$ cat src/rtl/bcd80_pkg.sv
package bcd80_pkg;

    localparam int DIGITS   = 18;
    localparam int NIB_W    = 4;
    localparam int LOW_W    = 64;
    localparam int HIGH_W   = 16;
    localparam int RES_W    = 64;
    localparam int SIGN_BIT = 15;

    typedef enum logic [0:0] {
        PH_IDLE = 1'b0,
        PH_RUN  = 1'b1
    } phase_e;

    // Per-cycle control strobes from the sequencer to the datapath.
    typedef struct packed {
        logic load;   // capture operand, clear accumulator
        logic step;   // fold one digit in
        logic last;   // this step is the final digit
    } ctl_t;

    // Multiply by ten as (v << 3) + (v << 1).
    function automatic logic [RES_W-1:0] times_ten(input logic [RES_W-1:0] v);
        return (v << 3) + (v << 1);
    endfunction

    // Multiply a power of ten by one nibble, using shift-and-add over its bits.
    function automatic logic [RES_W-1:0] nibble_term(input logic [NIB_W-1:0] d,
                                                     input logic [RES_W-1:0] p);
        logic [RES_W-1:0] t;
        t = '0;
        for (int b = 0; b < NIB_W; b++) begin
            if (d[b]) t = t + (p << b);
        end
        return t;
    endfunction

endpackage

$ cat src/rtl/bcd80_ctrl.sv
module bcd80_ctrl
    import bcd80_pkg::*;
#(
    parameter int N_DIG = DIGITS,
    localparam int CNT_W = $clog2(N_DIG)
) (
    input  logic             clk,
    input  logic             rst,
    input  logic             start_i,
    output ctl_t             ctl_o,
    output logic             busy_o,
    output logic [CNT_W-1:0] idx_o
);

    phase_e           phase_q;
    logic [CNT_W-1:0] idx_q;

    always_comb begin
        ctl_o.load = start_i && (phase_q == PH_IDLE);
        ctl_o.step = (phase_q == PH_RUN);
        ctl_o.last = ctl_o.step && (idx_q == CNT_W'(N_DIG - 1));
    end

    always_ff @(posedge clk) begin
        if (rst) begin
            phase_q <= PH_IDLE;
            idx_q   <= '0;
        end else begin
            case (phase_q)
                PH_IDLE: begin
                    idx_q <= '0;
                    if (start_i) phase_q <= PH_RUN;
                end
                PH_RUN: begin
                    if (ctl_o.last) begin
                        phase_q <= PH_IDLE;
                        idx_q   <= '0;
                    end else begin
                        idx_q <= idx_q + 1'b1;
                    end
                end
                default: phase_q <= PH_IDLE;
            endcase
        end
    end

    assign busy_o = (phase_q == PH_RUN);
    assign idx_o  = idx_q;

endmodule

$ cat src/rtl/bcd80_digit_sel.sv
module bcd80_digit_sel
    import bcd80_pkg::*;
#(
    parameter int N_DIG = DIGITS,
    parameter int NW    = NIB_W,
    localparam int CNT_W = $clog2(N_DIG),
    localparam int PACK_W = N_DIG * NW
) (
    input  logic [PACK_W-1:0] digits_i,
    input  logic [CNT_W-1:0]  idx_i,
    output logic [NW-1:0]     digit_o
);

    logic [NW-1:0] dig [N_DIG];

    for (genvar g = 0; g < N_DIG; g++) begin : g_unpack
        assign dig[g] = digits_i[g*NW +: NW];
    end

    always_comb begin
        digit_o = '0;
        for (int k = 0; k < N_DIG; k++) begin
            if (idx_i == CNT_W'(k)) digit_o = dig[k];
        end
    end

endmodule

$ cat src/rtl/bcd80_accum.sv
module bcd80_accum
    import bcd80_pkg::*;
#(
    parameter int RW = RES_W
) (
    input  logic             clk,
    input  logic             rst,
    input  ctl_t             ctl_i,
    input  logic             neg_i,
    input  logic [NIB_W-1:0] digit_i,
    output logic [RW-1:0]    value_o,
    output logic             done_o
);

    logic [RW-1:0] pow_q;
    logic [RW-1:0] acc_q;
    logic [RW-1:0] sum;

    assign sum = acc_q + nibble_term(digit_i, pow_q);

    always_ff @(posedge clk) begin
        if (rst) begin
            pow_q   <= RW'(1);
            acc_q   <= '0;
            value_o <= '0;
            done_o  <= 1'b0;
        end else begin
            done_o <= 1'b0;
            if (ctl_i.load) begin
                pow_q <= RW'(1);
                acc_q <= '0;
            end else if (ctl_i.step) begin
                acc_q <= sum;
                pow_q <= times_ten(pow_q);
                if (ctl_i.last) begin
                    value_o <= neg_i ? (~sum + RW'(1)) : sum;
                    done_o  <= 1'b1;
                end
            end
        end
    end

endmodule

$ cat src/rtl/bcd80_loader.sv
module bcd80_loader
    import bcd80_pkg::*;
#(
    parameter int N_DIG = DIGITS,
    parameter int LW    = LOW_W,
    parameter int HW    = HIGH_W,
    parameter int RW    = RES_W,
    parameter int SB    = SIGN_BIT,
    localparam int CNT_W   = $clog2(N_DIG),
    localparam int PACK_W  = N_DIG * NIB_W,
    localparam int HI_DIGW = PACK_W - LW
) (
    input  logic          clk,
    input  logic          rst,
    input  logic          start_i,
    input  logic [LW-1:0] bcd_low_i,
    input  logic [HW-1:0] bcd_high_i,
    output logic          busy_o,
    output logic          done_o,
    output logic [RW-1:0] value_o
);

    ctl_t              ctl;
    logic [CNT_W-1:0]  idx;
    logic [PACK_W-1:0] digits_q;
    logic              neg_q;
    logic [NIB_W-1:0]  digit;

    bcd80_ctrl #(.N_DIG(N_DIG)) u_ctrl (
        .clk     (clk),
        .rst     (rst),
        .start_i (start_i),
        .ctl_o   (ctl),
        .busy_o  (busy_o),
        .idx_o   (idx)
    );

    // Operand capture: the high word contributes only its digit byte and sign.
    always_ff @(posedge clk) begin
        if (rst) begin
            digits_q <= '0;
            neg_q    <= 1'b0;
        end else if (ctl.load) begin
            digits_q <= {bcd_high_i[HI_DIGW-1:0], bcd_low_i};
            neg_q    <= bcd_high_i[SB];
        end
    end

    bcd80_digit_sel #(.N_DIG(N_DIG), .NW(NIB_W)) u_sel (
        .digits_i (digits_q),
        .idx_i    (idx),
        .digit_o  (digit)
    );

    bcd80_accum #(.RW(RW)) u_acc (
        .clk     (clk),
        .rst     (rst),
        .ctl_i   (ctl),
        .neg_i   (neg_q),
        .digit_i (digit),
        .value_o (value_o),
        .done_o  (done_o)
    );

endmodule

$ cat config.mk
export PLATFORM = sky130hd
export DESIGN_NAME = bcd80_loader
export DESIGN_NICKNAME = d
export VERILOG_FILES = /design/src/rtl/bcd80_pkg.sv /design/src/rtl/bcd80_ctrl.sv /design/src/rtl/bcd80_digit_sel.sv /design/src/rtl/bcd80_accum.sv /design/src/rtl/bcd80_loader.sv
export SDC_FILE = /design/constraint.sdc
export NUM_CORES = 1
export LEC_CHECK = 0
export BUFFER_PORTS_ARGS = -buffer_cell sky130_fd_sc_hd__buf_2
export CAP_MARGIN = 10
export CORE_UTILIZATION = 45
export CTS_CLUSTER_SIZE = 30
export DETAILED_ROUTE_END_ITERATION = 7
export PLACE_DENSITY_LB_ADDON = 0.2
export REMOVE_ABC_BUFFERS = 1
export SYNTH_ARGS = -nofsm -noshare
export SYNTH_HDL_FRONTEND = slang
export SYNTH_SLANG_ARGS = --single-unit
export TNS_END_PERCENT = 30
$ cat constraint.sdc
create_clock -name clk -period 36.4 [get_ports clk]
set_input_delay 0 -clock clk [delete_from_list [all_inputs] [get_ports clk]]
set_output_delay 0 -clock clk [all_outputs]
set_load 0.01 [all_outputs]
==> results of run 1 <==
[cells by family after synthesis]
family / after synthesis / synth area share
flip-flops: 272 / 0.173
AO/OA/AOI/OAI: 1464 / 0.295
AND/OR/NAND/NOR: 1453 / 0.215
buffers and inverters: 377 / 0.0453
XOR/XNOR: 329 / 0.0917
multiplexers: 156 / 0.0517
adder cells (fa/ha/maj): 321 / 0.129
[sequential cells by signal, indices dropped and copies added, names as in the netlist]
signal,cells
neg_q,1
u_ctrl.busy_o,1
u_acc.pow_q,64
u_acc.value_o,64
digits_q,72
u_ctrl.idx_o,5
u_acc.done_o,1
u_acc.acc_q,64
[area by class of cell]
| cell class | instances | area [um^2] | share of cell area |
|---|---|---|---|
| Multi-Input combinational cell | 3723 | 24600 | 0.700 |
| Sequential cell | 272 | 5450 | 0.155 |
| Timing Repair Buffer | 291 | 2120 | 0.0604 |
| Tap cell | 931 | 1160 | 0.0331 |
| Clock buffer | 46 | 1030 | 0.0293 |
| Inverter | 148 | 556 | 0.0158 |
| Clock inverter | 19 | 210 | 0.00598 |
[per-layer routing]
metal  vias to the layer above  track usage  share of wire
li1                      16100            -              -
met1                     14900        0.370           0.48
met2                       787        0.423           0.43
met3                       161       0.0274          0.048
met4                         0       0.0960          0.034
met5                         -            0              0
[report_power, final]
part	leakage, nW	total [mW]	switching (mW)	internal, mW
Combinational	13.3	0.183	0.116	0.0667
Clock	0.618	0.382	0.159	0.224
Sequential	2.21	0.315	0.00927	0.306
[path summary, 6_finish.rpt]
check | slack [ns] | depth (start not counted) | to
worst max-delay path | 19.88 | 69 | u_acc.value_o[60]
worst min-delay path | 0.21 | 4 | digits_q[37]
worst max register to register | 19.88 | 69 | u_acc.value_o[60]
worst min register to register | 0.45 | 2 | u_acc.value_o[40]
[metrics by stage]
step,hold slack (ns),setup WS (ns),util
after floorplan,0.0691,20.92,-
after global placement,0.243,20.25,0.476
after detailed placement,0.244,20.13,0.476
after CTS,0.175,20.03,0.511
after global routing,0.220,18.73,0.511
final,0.212,19.88,0.511
[cells in the mapped netlist (44+ instances only)]
master      n  area (um^2)
nor2b_1    51          319
a21o_1    178         1340
nor2_1    441         1660
nand3_1    72          360
nand4_1    49          307
dfxtp_1   272         5450
nand2_1   501         1880
mux2i_1   105         1050
clkbuf_1  193          724
a211oi_1   88          661
inv_1     146          548
nor3_1     71          355
and2_1     51          319
xor2_1    147         1290
a31oi_1    45          282
o21ai_0   277         1390
nand2b_1   44          275
and3_1     46          288
a21oi_1   493         2470
o21bai_1   56          420
mux2_2     51          574
xnor2_1   182         1590
ha_1      315         3940
[worst max-delay path: cells and delay by family (launching register included)]
family | cells | cell delay, ns
compound gates | 32 | 7.92
xor+xnor | 4 | 0.71
fa+ha+maj | 6 | 1.88
buf+inv | 4 | 0.63
flops | 1 | 0.37
mux | 1 | 0.28
simple gates | 22 | 4.65
[repair_timing]
action                                  CTS  global route
hold endpoints to repair                100             0
buffers inserted                          0             0
endpoints found under the setup margin    0             0
hold buffers                            114             0
gates resized for setup                   0             0
==> results.py, run 1 <==
metrics = {
    "run_status": {
        "status": "complete, no violations",
    },
    "logic_synthesis": {
        "syn_area_um2": 31400,
        "synth.avg_cell_area_um2": 7.19,
        "synthFlopType": "dfxtp_1",
        "synth-edff-count": 0,
        "synth-seq-cells": 272,
        "yosysSeqAreaShare": 0.173,
        "ys_warn_count": 0,
        "synthArstFlopShare": 0,
        "yosysUniqueCellTypes": 99,
        "synth_cells": 4372,
    },
    "routing": {
        "wl_per_cell_um": 18.0,
        "drcViolationCount": 0,
        "final_antenna_net_count": 0,
        "vias_per_cell": 5.87,
        "drtIter0Drc": 2523,
        "via_count": 31900,
        "dr.pass1.iters": 7,
        "drt_wl_total_um": 97800,
    },
    "final_layout": {
        "final_nets": 4876,
        "fin_area_um2": 35200,
        "final_cell_mix": "500 x nand2_1, 492 x a21oi_1, 441 x nor2_1",
        "fin_cells": 5430,
        "final_common_cell": "nand2_1",
        "num-fill-cells": 6855,
        "diodes": 0,
        "area_delta_synth_final_pct": 11.9,
        "drive_gt1_frac": 0.0780,
    },
    "clock_network": {
        "htreeDepth": 2,
        "cts_max_path_buffers": 3,
        "path_clk_slew_ns": 0.06,
        "numCtsBuffers": 37,
        "cts_tree": "yes",
        "clk_latency_ns": 0.59,
        "cts_root_buf": "clkbuf_16",
        "cts_sinks": 272,
    },
    "worst_setup_path": {
        "cp_max_fo": 36,
        "criticalPathCategory": "register to register",
        "crit_slowest_cell": "a21oi_1",
        "crit_top_cell": "o21ai_0",
        "crit_path_start_kind": "register",
        "crit_arrival_ns": 17.01,
        "critPathLaunch": "u_ctrl.idx_o[1]",
        "critPathCaptureType": "register",
        "cp_data_required_time_ns": 36.89,
        "timing.rr.start": "u_ctrl.idx_o[1]",
        "slowest_delay_ns": 0.71,
    },
    "hold_path": {
        "hold_path_startpoint": "bcd_low_i[37]",
        "hold_class": "input port to register",
    },
    "floorplanning": {
        "die_area_um2": 70900,
        "fp-row-count": 96,
        "io_pins": 149,
        "fp.dieH_um": 266,
        "coreArea_um2": 68800,
        "die_w_um": 266,
        "initial_core_util": 0.457,
    },
    "timing": {
        "rsz0062_at_grt": "false",
        "hold_viol": 0,
        "setup_viol": 0,
        "tightest_slew_ns": 1.09,
        "slew_headroom": 0.276,
        "period_share": 0.454,
        "setup_tns_ns": 0,
        "fin_skew_ns": 0.0455,
        "min_period_ns": 16.52,
        "max_freq_mhz": 60.5,
        "final-max-slew-violation-count": 0,
    },
    "pwr": {
        "power_density_nw_per_um2": 25.0,
        "total_power_mw": 0.880,
        "power.leakage_nw": 16.1,
        "ir_drop_mv": 0.0271,
    },
    "placement": {
        "gp_congestion": 0.914,
        "post_dp_cell_area_um2": 32800,
        "port-buffer-count": 141,
        "dp_cells": 5251,
        "dp_hpwl_um": 70300,
    },
    "grt": {
        "grt_pass1_wl_um": 156000,
        "grt_start_max_net_pins": 83,
        "grt_pass1_vias": 29100,
        "track_usage": 0.266,
        "grt-ovfl-total": 0,
        "antenna_found_initial": 0,
    },
    "run": {
        "maxCapViolations": 0,
    },
}
Note: power is estimated with default switching activity, not from simulation.
==> run 2, diff against run 1 <==
==> constraint.sdc (replaced) <==
create_clock -name clk -period 15.2 [get_ports clk]
set_input_delay 0 -clock clk [delete_from_list [all_inputs] [get_ports clk]]
set_output_delay 0 -clock clk [all_outputs]
set_load 0.01 [all_outputs]
==> run 2 against run 1 <==
  * Sequential cell count did not move
  * Setup slack got worse by 19 ns
  * Wire length grew 0.92%
  * Register-to-register slack worse by 19 ns
  * Die area is the same
  * Sequential power rose by 140%
  * Critical path depth is 1 higher
  * Cell area increased by 0.89%
  * Sequential share of layout area fell by 0.14 points
==> results.py, run 2 (synthesized netlist as in run 1, its figures left out) <==
metrics = {
    "timing": {
        "slew_headroom": 0.341,
        "tightest_slew_ns": 0.988,
        "setup_viol": 0,
        "period_share": 0.936,
        "max_freq_mhz": 70.3,
        "hold_viol": 0,
        "final-max-slew-violation-count": 0,
        "min_period_ns": 14.23,
        "fin_skew_ns": 0.0182,
        "fin_ws_ns": 0.972,
        "setup_tns_ns": 0,
    },
    "placement": {
        "post-place-ws_ns": 0.513,
        "dp_hpwl_um": 72700,
        "port-buffer-count": 141,
        "gp_congestion": 0.921,
        "dp_cells": 5280,
    },
    "worst_setup_path": {
        "r2r_end": "u_acc.value_o[63]",
        "crit_arrival_ns": 14.65,
        "r2r_setup_slack_ns": 0.97,
        "critPathCaptureType": "register",
        "cp_top_family": "compound AO/OA/AOI/OAI gates",
        "crit_path_start_kind": "register",
        "crit_slowest_cell": "or4_1",
        "critical_path_buf_inv_count": 7,
        "crit_top_cell": "a21o_1",
        "cp_data_required_time_ns": 15.63,
        "reg2regPathDepth": 70,
        "timing.rr.start": "u_ctrl.idx_o[0]",
        "criticalPathCategory": "register to register",
        "cp_max_fo": 10,
        "slowest_delay_ns": 0.61,
    },
    "pwr": {
        "clkPwrFrac": 0.436,
        "pwr-share-seq": 0.354,
        "power.leakage_nw": 16.3,
        "power_density_nw_per_um2": 60.0,
        "sw_frac_of_total": 0.319,
        "switchingPower_mw": 0.678,
        "comb_power_share": 0.210,
        "internal_power_mw": 1.45,
        "total_power_mw": 2.13,
        "ir_drop_mv": 0.0700,
    },
    "floorplanning": {
        "initial_core_util": 0.457,
        "die_area_um2": 70900,
        "fp.dieH_um": 266,
        "die_w_um": 266,
        "coreArea_um2": 68800,
        "fp-row-count": 96,
        "io_pins": 149,
    },
    "clock_network": {
        "cts_root_buf": "clkbuf_16",
        "cts_max_path_buffers": 3,
        "clk_latency_ns": 0.58,
        "cts_tree": "yes",
        "numCtsBuffers": 37,
        "htreeDepth": 2,
        "cts_sinks": 272,
        "path_clk_slew_ns": 0.06,
    },
    "final_layout": {
        "diodes": 0,
        "drive_gt1_frac": 0.0875,
        "regMostFlops": "digits_q",
        "largest_reg_flops": 72,
        "final_common_cell": "nand2_1",
        "area_delta_synth_final_pct": 12.9,
        "final_nets": 4904,
        "final_cell_mix": "500 x nand2_1, 490 x a21oi_1, 441 x nor2_1",
        "fin_cells": 5458,
    },
    "routing": {
        "drt_wl_total_um": 98700,
        "final_antenna_net_count": 0,
        "dr.pass1.iters": 6,
        "vias_per_cell": 5.83,
        "via_count": 31800,
        "wl_per_cell_um": 18.1,
        "drcViolationCount": 0,
        "drtIter0Drc": 2254,
    },
    "grt": {
        "grt-ovfl-total": 0,
        "track_usage": 0.271,
        "grt_start_max_net_pins": 76,
        "antenna_found_initial": 0,
        "grt_pass1_vias": 29400,
        "grt_pass1_wl_um": 158000,
    },
    "run": {
        "maxCapViolations": 0,
    },
    "run_status": {
        "status": "complete, no violations",
    },
    "hold_path": {
        "holdPathStages": 4,
        "hold_class": "input port to register",
        "timing.hold.worst_endpoint": "digits_q[60]",
        "hold_path_startpoint": "bcd_low_i[60]",
    },
}
run 2: changes by cell type in the layout (fill, tap and decap cells not counted), sizes merged:
cell         change
buf             +32
clkinv           -6
clkbuf           +4
dlygate4sd3      -4
bufinv           +1
clkinvlp         +1
run 2: worst max path at each step:
stage / from / endpoint / slack, ns / cells past startpoint
2_1_floorplan: u_ctrl.idx_o[0] / u_acc.value_o[63] / -0.28 / 67
3_3_place_gp: u_ctrl.idx_o[0] / u_acc.value_o[63] / 0.80 / 71
3_5_place_dp: u_ctrl.idx_o[0] / u_acc.value_o[63] / 0.51 / 68
4_1_cts: u_ctrl.idx_o[0] / u_acc.value_o[63] / 0.42 / 68
5_1_grt: u_ctrl.idx_o[1] / u_acc.value_o[60] / -0.05 / 70
6_report: u_ctrl.idx_o[0] / u_acc.value_o[63] / 0.97 / 70
run 2: tightest hold or removal path, delay by kind of cell:
family	cells	cell delay [ns]
and+or+nand+nor	1	0.05
AOI/OAI and AO/OA	1	0.05
buffers and inverters	2	0.65
run 2: what timing repair did:
action | in CTS | in global routing
resized for setup | 0 | 24
endpoints found under the hold margin | 100 | 0
hold buffers | 110 | 0
endpoints found under the setup margin | 0 | 22
buffers inserted | 0 | 3
run 2: metrics by stage:
step	cell area (um^2)	utilization	hold slack [ns]
2_1_floorplan	30600	-	0.0691
3_3_place_gp	33000	0.480	0.240
3_5_place_dp	33000	0.480	0.247
4_1_cts	35400	0.514	0.188
5_1_grt	35500	0.516	0.216
6_report	35500	0.516	0.212
run 2: power by group through the flow:
stage | Combinational, mW | Sequential (mW) | Clock (mW)
floorplan | 0.284 | 0.769 | 0
global placement | 0.413 | 0.768 | 0
detailed placement | 0.417 | 0.768 | 0
CTS | 0.441 | 0.753 | 0.950
global route | 0.490 | 0.755 | 0.975
finish | 0.448 | 0.753 | 0.927
run 2: cell type report:
cell class	count	area [um^2]
Inverter	148	556
Sequential cell	272	5450
Timing Repair Buffer	319	2320
Multi-Input combinational cell	3723	24700
Clock buffer	50	1040
Clock inverter	15	218
Fill cell	6894	33300
Tap cell	931	1160
run 2: routing by layer:
layer	track usage	wire length [um]	vias up
li1	-	-	16100
met1	0.376	47600	14900
met4	0.0861	2870	0
met2	0.436	43400	720
met5	0	0	-
met3	0.0296	4910	147
